## config.mk

```make
export PLATFORM = sky130hd
export DESIGN_NAME = dual_width_rom_port
export DESIGN_NICKNAME = d
export VERILOG_FILES = /design/src/rtl/rom_port_pkg.sv /design/src/rtl/rom_port_fsm.sv /design/src/rtl/rom_content.sv /design/src/rtl/rom_lane_steer.sv /design/src/rtl/dual_width_rom_port.sv
export SDC_FILE = /design/constraint.sdc
export NUM_CORES = 1
export LEC_CHECK = 0
export CAP_MARGIN = 30
export CORE_MARGIN = 2
export CORE_UTILIZATION = 40
export DETAILED_ROUTE_END_ITERATION = 7
export GPL_ROUTABILITY_DRIVEN = 0
export GPL_TIMING_DRIVEN = 0
export PLACE_DENSITY = 0.65
export SETUP_SLACK_MARGIN = 0.4
export SYNTH_ARGS = -nofsm -noshare
export SYNTH_HDL_FRONTEND = slang
export SYNTH_HIERARCHICAL = 1
export SYNTH_SLANG_ARGS = --single-unit
```

## constraint.sdc

```tcl
create_clock -name clk -period 17.15 [get_ports clk]
set_input_delay 3.43 -clock clk [delete_from_list [all_inputs] [get_ports clk]]
set_output_delay 3.43 -clock clk [all_outputs]
set_load 0.03 [all_outputs]
```

## src/rtl/rom_port_pkg.sv

```systemverilog
package rom_port_pkg;

    typedef enum logic [2:0] {
        ST_STANDBY,
        ST_MUTED,
        ST_WORD,
        ST_BYTE_LO,
        ST_BYTE_HI
    } port_state_e;

    typedef enum logic [1:0] {
        OE2_ACT_HIGH = 2'd0,
        OE2_ACT_LOW  = 2'd1,
        OE2_IGNORE   = 2'd2
    } oe2_mode_e;

    // Contents generator: product of index and multiplier, xored with a seed.
    function automatic logic [31:0] rom_word_value(input logic [31:0] idx,
                                                   input logic [31:0] mul,
                                                   input logic [31:0] seed);
        return (idx * mul) ^ seed;
    endfunction

endpackage

```

## src/rtl/rom_port_fsm.sv

```systemverilog
module rom_port_fsm
    import rom_port_pkg::*;
#(
    parameter int        ADDR_W   = 17,
    parameter oe2_mode_e OE2_MODE = OE2_ACT_HIGH
) (
    input  logic              clk,
    input  logic              rst_n,
    input  logic              ce_n,
    input  logic              oe_n,
    input  logic              oe2,
    input  logic              word_mode,
    input  logic              lsb_in,
    input  logic [ADDR_W-1:0] addr,
    output port_state_e       state,
    output logic [ADDR_W-1:0] word_addr
);

    localparam logic OE2_INV = (OE2_MODE == OE2_ACT_LOW);
    localparam logic OE2_DC  = (OE2_MODE == OE2_IGNORE);

    logic        oe2_ok;
    logic        en_ok;
    port_state_e state_nx;

    // Second enable: flipped for active-low builds, forced on when ignored.
    assign oe2_ok = (oe2 ^ OE2_INV) | OE2_DC;
    assign en_ok  = ~oe_n & oe2_ok;

    always_comb begin
        unique casez ({ce_n, en_ok, word_mode, lsb_in})
            4'b1???: state_nx = ST_STANDBY;
            4'b00??: state_nx = ST_MUTED;
            4'b011?: state_nx = ST_WORD;
            4'b0100: state_nx = ST_BYTE_LO;
            4'b0101: state_nx = ST_BYTE_HI;
            default: state_nx = ST_STANDBY;
        endcase
    end

    always_ff @(posedge clk or negedge rst_n) begin
        if (!rst_n) begin
            state     <= ST_STANDBY;
            word_addr <= '0;
        end else begin
            state     <= state_nx;
            word_addr <= addr;
        end
    end

    AST_CE_FORCES_STANDBY: assert property (@(posedge clk) disable iff (!rst_n)
        $past(ce_n) |-> (state == ST_STANDBY));

    AST_WORD_NOT_BYTE: assert property (@(posedge clk) disable iff (!rst_n)
        ($past(rst_n) && $past(word_mode)) |->
        (state != ST_BYTE_LO && state != ST_BYTE_HI));

endmodule

```

## src/rtl/rom_content.sv

```systemverilog
module rom_content
    import rom_port_pkg::*;
#(
    parameter int          ADDR_W = 17,
    parameter int          DATA_W = 16,
    parameter logic [31:0] CMUL   = 32'h0000_9E37,
    parameter logic [31:0] CSEED  = 32'h0000_5AC3
) (
    input  logic [ADDR_W-1:0] word_addr,
    output logic [DATA_W-1:0] word
);

    logic [31:0] idx32;
    logic [31:0] full;

    always_comb begin
        idx32 = 32'(word_addr);
        full  = rom_word_value(idx32, CMUL, CSEED);
        word  = full[DATA_W-1:0];
    end

endmodule

```

## src/rtl/rom_lane_steer.sv

```systemverilog
module rom_lane_steer
    import rom_port_pkg::*;
#(
    parameter int DATA_W = 16,
    localparam int LANE_W = DATA_W / 2
) (
    input  logic              clk,
    input  logic              rst_n,
    input  port_state_e       state,
    input  logic [DATA_W-1:0] word,
    output logic [DATA_W-1:0] dout,
    output logic [LANE_W-1:0] oe_lo,
    output logic [LANE_W-1:0] oe_hi,
    output logic              standby
);

    always_comb begin
        dout    = '0;
        oe_lo   = '0;
        oe_hi   = '0;
        standby = 1'b0;
        unique case (state)
            ST_STANDBY: standby = 1'b1;
            ST_MUTED:   standby = 1'b0;
            ST_WORD: begin
                dout  = word;
                oe_lo = '1;
                oe_hi = '1;
            end
            ST_BYTE_LO: begin
                dout  = {{LANE_W{1'b0}}, word[LANE_W-1:0]};
                oe_lo = '1;
            end
            ST_BYTE_HI: begin
                dout  = {{LANE_W{1'b0}}, word[DATA_W-1:LANE_W]};
                oe_lo = '1;
            end
            default: standby = 1'b1;
        endcase
    end

    AST_DARK_LANE_ZERO: assert property (@(posedge clk) disable iff (!rst_n)
        (oe_lo == '0) |-> (dout == '0));

    AST_HIGH_NEEDS_LOW: assert property (@(posedge clk) disable iff (!rst_n)
        (oe_hi != '0) |-> (oe_lo == '1));

endmodule

```

## src/rtl/dual_width_rom_port.sv

```systemverilog
module dual_width_rom_port
    import rom_port_pkg::*;
#(
    parameter int          ADDR_W   = 17,
    parameter int          DATA_W   = 16,
    parameter oe2_mode_e   OE2_MODE = OE2_ACT_HIGH,
    parameter logic [31:0] CMUL     = 32'h0000_9E37,
    parameter logic [31:0] CSEED    = 32'h0000_5AC3,
    localparam int         LANE_W   = DATA_W / 2
) (
    input  logic              clk,
    input  logic              rst_n,
    input  logic              ce_n,
    input  logic              oe_n,
    input  logic              oe2,
    input  logic              word_mode,
    input  logic              lsb_in,
    input  logic [ADDR_W-1:0] addr,
    output logic [DATA_W-1:0] dout,
    output logic [LANE_W-1:0] oe_lo,
    output logic [LANE_W-1:0] oe_hi,
    output logic              standby
);

    port_state_e       state;
    logic [ADDR_W-1:0] word_addr;
    logic [DATA_W-1:0] word;

    rom_port_fsm #(
        .ADDR_W  (ADDR_W),
        .OE2_MODE(OE2_MODE)
    ) u_fsm (
        .clk      (clk),
        .rst_n    (rst_n),
        .ce_n     (ce_n),
        .oe_n     (oe_n),
        .oe2      (oe2),
        .word_mode(word_mode),
        .lsb_in   (lsb_in),
        .addr     (addr),
        .state    (state),
        .word_addr(word_addr)
    );

    rom_content #(
        .ADDR_W(ADDR_W),
        .DATA_W(DATA_W),
        .CMUL  (CMUL),
        .CSEED (CSEED)
    ) u_content (
        .word_addr(word_addr),
        .word     (word)
    );

    rom_lane_steer #(
        .DATA_W(DATA_W)
    ) u_steer (
        .clk    (clk),
        .rst_n  (rst_n),
        .state  (state),
        .word   (word),
        .dout   (dout),
        .oe_lo  (oe_lo),
        .oe_hi  (oe_hi),
        .standby(standby)
    );

    AST_BYTE_HIGH_LANE_OFF: assert property (@(posedge clk) disable iff (!rst_n)
        !$past(word_mode) |-> (oe_hi == '0 && dout[DATA_W-1:LANE_W] == '0));

    AST_MUTE_NOT_STANDBY: assert property (@(posedge clk) disable iff (!rst_n)
        ($past(rst_n) && !$past(ce_n) && $past(oe_n)) |->
        (!standby && oe_lo == '0 && oe_hi == '0));

    AST_STANDBY_TRACKS_CE: assert property (@(posedge clk) disable iff (!rst_n)
        $past(rst_n) |-> (standby == $past(ce_n)));

endmodule

```

-- Yosys cells after proc, flatten, opt, wreduce, memory -nomap -nowiden
Index checks and enable logic that the tools add are counted.
- bitwise operators: 3
- reductions and logical operators: 3
- mux-type cells: 5
- $mul: 1
- equality and inequality tests: 7
- operators with widths (kind ; number):
    $pmux 16 s3 ; 1
    $mul 17x16->16 const B ; 1
    $mux 8 ; 2
    $pmux 3 s5 ; 1
    $eq 3x2->1 const B ; 3
    $eq 4x3->1 const B ; 2
    $not 8->8 ; 1
    $reduce_or 4->1 ; 1
    $eq 3x1->1 const B ; 1
    $eq 3x3->1 const B ; 1
    $reduce_or 3->1 ; 1
    $logic_not 2->1 ; 1
    $and 1x1->1 ; 1
    $mux 1 ; 1
    $not 1->1 ; 1
- bits in registers: 20
- word-level logic and storage cells: 21
- output and inout port bits: 33
- bits of input ports: 24

-- Depth between registers and ports, before layout
Gate-level depths: netlist of the first run.
- word-level depth: 4
- depth in mapped cells: 18
- depth with buffers taken out: 18

-- Hierarchy
The synthesis of the first run kept the hierarchy.
- by module, submodules not included (module ; sequential area each (um^2) ; times used ; area each (um^2) ; cells an instance):
    rom_content ; 0.0 ; 1 ; 2441.1 ; 262
    rom_port_fsm ; 500.5 ; 1 ; 546.8 ; 27
    rom_lane_steer ; 0.0 ; 1 ; 292.8 ; 37

-- Worst setup path after synthesis of the first run
Ideal clock, no wire load.
- kind: flip-flop to output port
- start: register u_fsm.word_addr[8]
- end: output port dout[7]
- cell stages (with the launch flop): 17
- path buffers: 0
- setup slack: 8869 ps
- required time: 13720 ps
- data arrival time: 4851 ps
- path through: dfrtp_1 ha_1 fa_1 inv_1 fa_1 inv_1 fa_1 fa_1 inv_1 fa_1 inv_1 ha_1 or2_2 and2_1 o22a_1 xnor2_1 a22o_1
- cells in the longest elaborated chain, start to end: 2
- ends and longest elaborated chain (what ; RTL line ; text):
    from (decl) ; rom_port_fsm.sv:16 ; output logic [ADDR_W-1:0] word_addr
    from (signal assigned) ; rom_port_fsm.sv:47 ; word_addr <= addr;
    $mul 17x16->16 ; rom_port_pkg.sv:21 ; return (idx * mul) ^ seed;
    via word[15] ; dual_width_rom_port.sv:27 ; logic [DATA_W-1:0] word;
    $pmux 16 s3 ; rom_lane_steer.sv:22 ; unique case (state)
    to (decl) ; dual_width_rom_port.sv:19 ; output logic [DATA_W-1:0] dout,
The timed path passes the listed nets, and every way through them passes these cells.

-- Final worst setup path of the first run
- start: register u_fsm.word_addr[6]
- end: output port dout[7]
Same word-level chain as after synthesis.

==> summary.md, run 1 <==
| Metric | Value |
|---|---|
| CTS tree | yes |
| Drt wl/cell | 12.61 um |
| Vias in the first global route | 2386 |
| Clk slew on worst S/H paths | 70 ps |
| Worst Min Path Start | addr[1] |
| Placed Cells incl. Taps | 482 |
| CTS Hold Bufs | 0 |
| Yosys warnings | 6 |
| FP Rows | 32 |
| Layout Nets | a little over 500 |
| Status | finished, final reports clean |
| Syn Std Cell Area | 0.003256 mm^2 |
| Final setup viols | 0 |
| Synth Instances | 325 |
| Largest net degree at the start of global routing | 20 |
| Syn-to-layout area delta | 22.21% |
| Worst Setup End Kind | output pin |
| Syn avg cell area | 10.02 um^2 |
| CP startpoint | u_fsm/word_addr[6] |
| Die area | 0.008876 mm^2 |
| Static Leak | 0.002021 uW |
| # IOs | 57 |
| Share of cells above drive strength 1 | 7.552% |
| Remaining DRCs | 0 |
| DRT Pass-1 Iters | 4 |
| # fillers | 725 |
| Hold/Removal Path Class | primary input to flop |
| Final hold violation count | 0 |
| DRT iter0 DRCs | around 60 |
| RSZ-0062 raised after global routing | no |
| Final-report max-slew violation count | 0 |
| Final Cycle Share | 54.68% |
| Final ANT Viol Nets | 0 |
| Die W | between 90 and 100 um |
| Clk buf depth | 2 |
| CP startpoint kind | flop |
| Max FO, Critical Path | 5 |
| Setup TNS | 0 ps |
| First-pass GRT wire length | 10.59 mm |
| Min Clock Period, post-route | 9378 ps |
| H-tree levels | 1 |
| Vias | 2205 |
| Die height | between 90 and 100 um |
| Sink Count | 19 |
| Starting density of the core | a little over two fifths |
| Hold depth | 1 |
| Power density over the cells | 158.7 mW/mm^2 |
| Critical Path AT | 5950 ps |
| Crit path kind | flop to output pin |
| Initial antenna violation count | 0 |
| MaxCap Viol Count | 0 |
| Final Non-Filler Cells | a little under 500 |
| Req. time, crit path | about 14000 ps |
| Slew headroom | 45.57% |
| Vias per cell | ~4.5 |
| Slew @ Worst Pin | about 810 ps |
| CTS root buffer | clkbuf_8 |
| Synthesized net count | 448 |
| TritonCTS Buffers | 3 |
| Setup bufs post-CTS | 0 |
| Tot GR Track Use | between 10% and 20% |
| Core area | just under 0.008 mm^2 |
| VDD IR max | about 0.077 mV |
| Remaining Overflow, GRT | 0 |
| Wirelength, routed | 6.128 mm |
| Max Freq | 106.6 MHz |
| DP HPWL | 5.516 mm |
| Port buffer count | 55 |
| Post-cts sizing count | 0 |
| # diodes | 0 |
layout by cell type, fill, tap and decap left out, drive strengths merged, types with 2 or more instances in the layout:
cell and count:
a21o 4, a22o 8, fa 43, a21oi 5, inv 96, xnor2 21
nand2b 2, clkbuf 4, buf 15, nor3b 3, ha 56, dfrtp 19
o21a 2, and2 9, clkdlybuf4s50 55, o31ai 2, nand2 2, nor2 6
nor2b 3, xor2 11, or2 4, o21ai 3
metrics by stage:
stage               setup slack [ps]  hold slack, ps  cell area (um^2)  power, uW  util [%]
detailed placement              7997            3878              3934      607.6     50.38
finish                          7772            3612              3979      631.5     50.96
floorplan                       8869            3134              3256      472.5         -
CTS                             7719            3606              3979      642.2     50.96
global placement                8057            3875              3934      598.4     50.38
global route                    7519            3604              3979      715.9     50.96
per-layer routing:
layer	GRT usage, %	part of all wire (%)
met1	19.66	47
met2	27.86	49
met3	1.364	3.8
met4	2.899	0.65
met5	0	0
worst paths after layout:
path,to
max,dout[7]
min,u_fsm/word_addr[1]
max in group asynchronous,u_fsm/word_addr[6]
min in group asynchronous,u_fsm/word_addr[14]
power by group:
part / leakage, uW / total, uW / internal (uW) / switching (uW)
clock: 0.0000228 / 30.2 / 16.5 / 13.7
sequential: 0.000226 / 50.7 / 47.0 / 3.73
combinational: 0.00177 / 551 / 249 / 301
layout make-up:
cell class                 count  area (um^2)  share of cell area (%)
multi-input combinational    195         2310                   58.05
timing repair buffer          55        550.5                   13.84
sequential                    19        475.5                   11.95
inverter                      96        360.3                   9.057
tap                          102        127.6                   3.208
buffer                        15        110.1                   2.767
clock buffer                   4        45.04                   1.132
state kept, by name, summed over array words and instances (netlist names):
name	cells
u_fsm/state	3
u_fsm/word_addr	16
critical path, stage by stage (launching register included):
cell,delay [ps]
dfrtp_1,450
ha_1,380
fa_1,510
ha_1,290
inv_1,50
fa_1,470
inv_1,60
fa_1,520
inv_1,50
fa_1,520
inv_1,40
ha_1,360
a21oi_1,180
nor2b_1,90
or4_1,410
o22a_1,200
xnor2_1,280
a22o_1,170
clkdlybuf4s50_1,670
No activity file was read; power rests on OpenSTA's default activity.
==> run 2, diff against run 1 <==
--- a/config.mk
+++ b/config.mk
@@ -11,7 +11,7 @@
 export DETAILED_ROUTE_END_ITERATION = 7
 export GPL_ROUTABILITY_DRIVEN = 0
 export GPL_TIMING_DRIVEN = 0
-export PLACE_DENSITY = 0.65
+export PLACE_DENSITY = 0.68
 export SETUP_SLACK_MARGIN = 0.4
 export SYNTH_ARGS = -nofsm -noshare
 export SYNTH_HDL_FRONTEND = slang
==> constraint.sdc (replaced) <==
create_clock -name clk -period 8.23 [get_ports clk]
set_input_delay 1.646 -clock clk [delete_from_list [all_inputs] [get_ports clk]]
set_output_delay 1.646 -clock clk [all_outputs]
set_load 0.03 [all_outputs]
==> summary.md, run 2 (synthesis gave the netlist of run 1 again) <==
| Metric | Value |
|---|---|
| Vias in the first global route | 2374 (-0.50%) |
| Max FO, Critical Path | 5 (unchanged) |
| Die W | 94.22 um (unchanged) |
| Min Clock Period, post-route | roughly 7500 ps |
| Layout Nets | 508 (unchanged) |
| Internal power | 651.1 uW (+110%) |
| Initial antenna violation count | 0 (unchanged) |
| Drt wl/cell | 12.47 um (-1.1%) |
| Vias | 2161 (-2.0%) |
| Die area | 0.008876 mm^2 (unchanged) |
| Worst Min Path Start | addr[15] |
| Crit path kind | flop to output pin |
| Slew headroom | 44.21% (-1.4 points) |
| RSZ-0062 raised after global routing | no |
| Largest register FFs | 16 (unchanged) |
| Post-cts sizing count | 0 (unchanged) |
| Top Registers | u_fsm/word_addr: 16 flops, u_fsm/state: 3 flops |
| Hold Path Sink | u_fsm/word_addr[15] |
| Commonest cells after routing, fill and taps aside | inv_1, ha_1, clkdlybuf4s50_1 |
| TritonCTS Buffers | 3 (unchanged) |
| Final setup viols | 0 (unchanged) |
| Die height | 94.22 um (unchanged) |
| Commonest non-fill, non-tap cell in the layout | inv_1 |
| CTS root buffer | clkbuf_8 |
| Multi-input logic area | 0.002310 mm^2 (unchanged) |
| Critical Path AT | 5900 ps (-50 ps) |
| Vias per cell | 4.447 (-2.0%) |
| Hold/Removal Path Class | primary input to flop |
| Register area | 475.5 um^2 (unchanged) |
| DRT iter0 DRCs | 27 (-54%) |
| Clk buf depth | 2 (unchanged) |
| DP HPWL | 5.597 mm (+1.5%) |
| VDD IR max | 0.1796 mV (+130%) |
| First-pass GRT wire length | 10.78 mm (+1.8%) |
| Slew @ Worst Pin | 834.3 ps (+20.42 ps) |
| H-tree levels | 1 (unchanged) |
| Syn-to-layout area delta | 22.21% (unchanged) |
| Port buffer count | 55 (unchanged) |
| Switching power total | 651.5 uW (+100%) |
| CTS Hold Bufs | 0 (unchanged) |
| MaxCap Viol Count | 0 (unchanged) |
| Switching Share | 50.01% (-0.48 points) |
| Static Leak | 0.002021 uW (unchanged) |
| Sink Count | 19 (unchanged) |
| Remaining Overflow, GRT | 0 (unchanged) |
| Core area | 0.007807 mm^2 (unchanged) |
| Tot GR Track Use | 15.56% (+0.32 points) |
| # IOs | 57 (unchanged) |
| Clk slew on worst S/H paths | 70 ps (about the same) |
| Setup bufs post-CTS | 0 (unchanged) |
| Max Freq | 132.5 MHz |
| Req. time, crit path | 6580 ps (-7140 ps) |
| CTS tree | yes |
| Hold depth | 1 (unchanged) |
| FP Rows | 32 (unchanged) |
| Setup ws final | 682.1 ps (-7090 ps) |
| Pre-CTS setup slack | 947.7 ps (-7050 ps) |
| # diodes | 0 (unchanged) |
| Final Cycle Share | roughly 90% |
| Share of cells above drive strength 1 | 7.552% (unchanged) |
| Final ANT Viol Nets | 0 (unchanged) |
| Setup TNS | 0 ps (unchanged) |
| Top reg by flops | u_fsm/word_addr |
| Power density over the cells | 327.4 mW/mm^2 (+110%) |
| Status | finished, final reports clean |
| Largest net degree at the start of global routing | 20 (unchanged) |
| Final hold violation count | 0 (unchanged) |
| Clock power frac | 5.0% (+0.2 points) |
| Worst Setup End Kind | output pin |
| Starting density of the core | 41.70% (unchanged) |
| DRT Pass-1 Iters | 4 (unchanged) |
| Comb pwr share | 86.9% (-0.3 points) |
| Sequential power share | 8.1% (about the same) |
| Remaining DRCs | 0 (unchanged) |
| # fillers | 729 (+0.55%) |
| Wirelength, routed | 6.060 mm (-1.1%) |
| Final-report max-slew violation count | 0 (unchanged) |
| CP startpoint kind | flop |
## run 2: layer usage
metal  up-vias  global-route usage, %  share of wire [%]
met3         7                 0.8828                3.2
met2        44                  26.90                 48
met1      1007                  21.05                 47
li1       1103                      -                  -
met5         -                      0                  0
met4         0                  4.589                1.6
## run 2: worst max path at each step
stage,from,endpoint,slack (ps),cells past startpoint
2_1_floorplan,u_fsm/word_addr[8],dout[7],1730,16
3_3_place_gp,u_fsm/word_addr[6],dout[15],970,18
3_5_place_dp,u_fsm/word_addr[6],dout[7],950,18
4_1_cts,u_fsm/word_addr[6],dout[7],650,18
5_1_grt,u_fsm/word_addr[6],dout[7],410,18
6_report,u_fsm/word_addr[6],dout[7],680,18
## run 2: cell type report
class	instances	area share [%]
repair buffers	55	13.84
plain buffers	15	2.767
clock buffers	4	1.132
inverters	96	9.057
well taps	102	3.208
flip-flops and latches	19	11.95
multi-input cells	195	58.05
## run 2: worst max-delay path, stage by stage, from the launching register on
cell and delay, ps:
dfrtp_1 440, ha_1 370, fa_1 490, ha_1 300, inv_1 50, fa_1 470
inv_1 50, fa_1 530, inv_1 50, fa_1 520, inv_1 40, ha_1 360
a21oi_1 180, nor2b_1 80, or4_1 410, o22a_1 180, xnor2_1 280, a22o_1 170
clkdlybuf4s50_1 670
## run 2: power by group through the flow
stage,Sequential (uW),Combinational (uW),Clock [uW]
floorplan,105,880,0
global placement,107,1130,0
detailed placement,107,1150,0
CTS,105,1160,67.6
global route,106,1300,73.9
finish,105,1130,65.2
## run 2: per-stage QoR
stage | utilization (%) | total power [uW] | hold WS (ps) | area [um^2] | std cells
final | 50.96 | 1303 | 1817 | 3979 | 486
after CTS | 50.96 | 1330 | 1812 | 3979 | 486
after global routing | 50.96 | 1481 | 1806 | 3979 | 486
after global placement | 50.38 | 1237 | 2092 | 3934 | 482
after floorplan | - | 984.6 | 1350 | 3256 | 325
after detailed placement | 50.38 | 1257 | 2094 | 3934 | 482
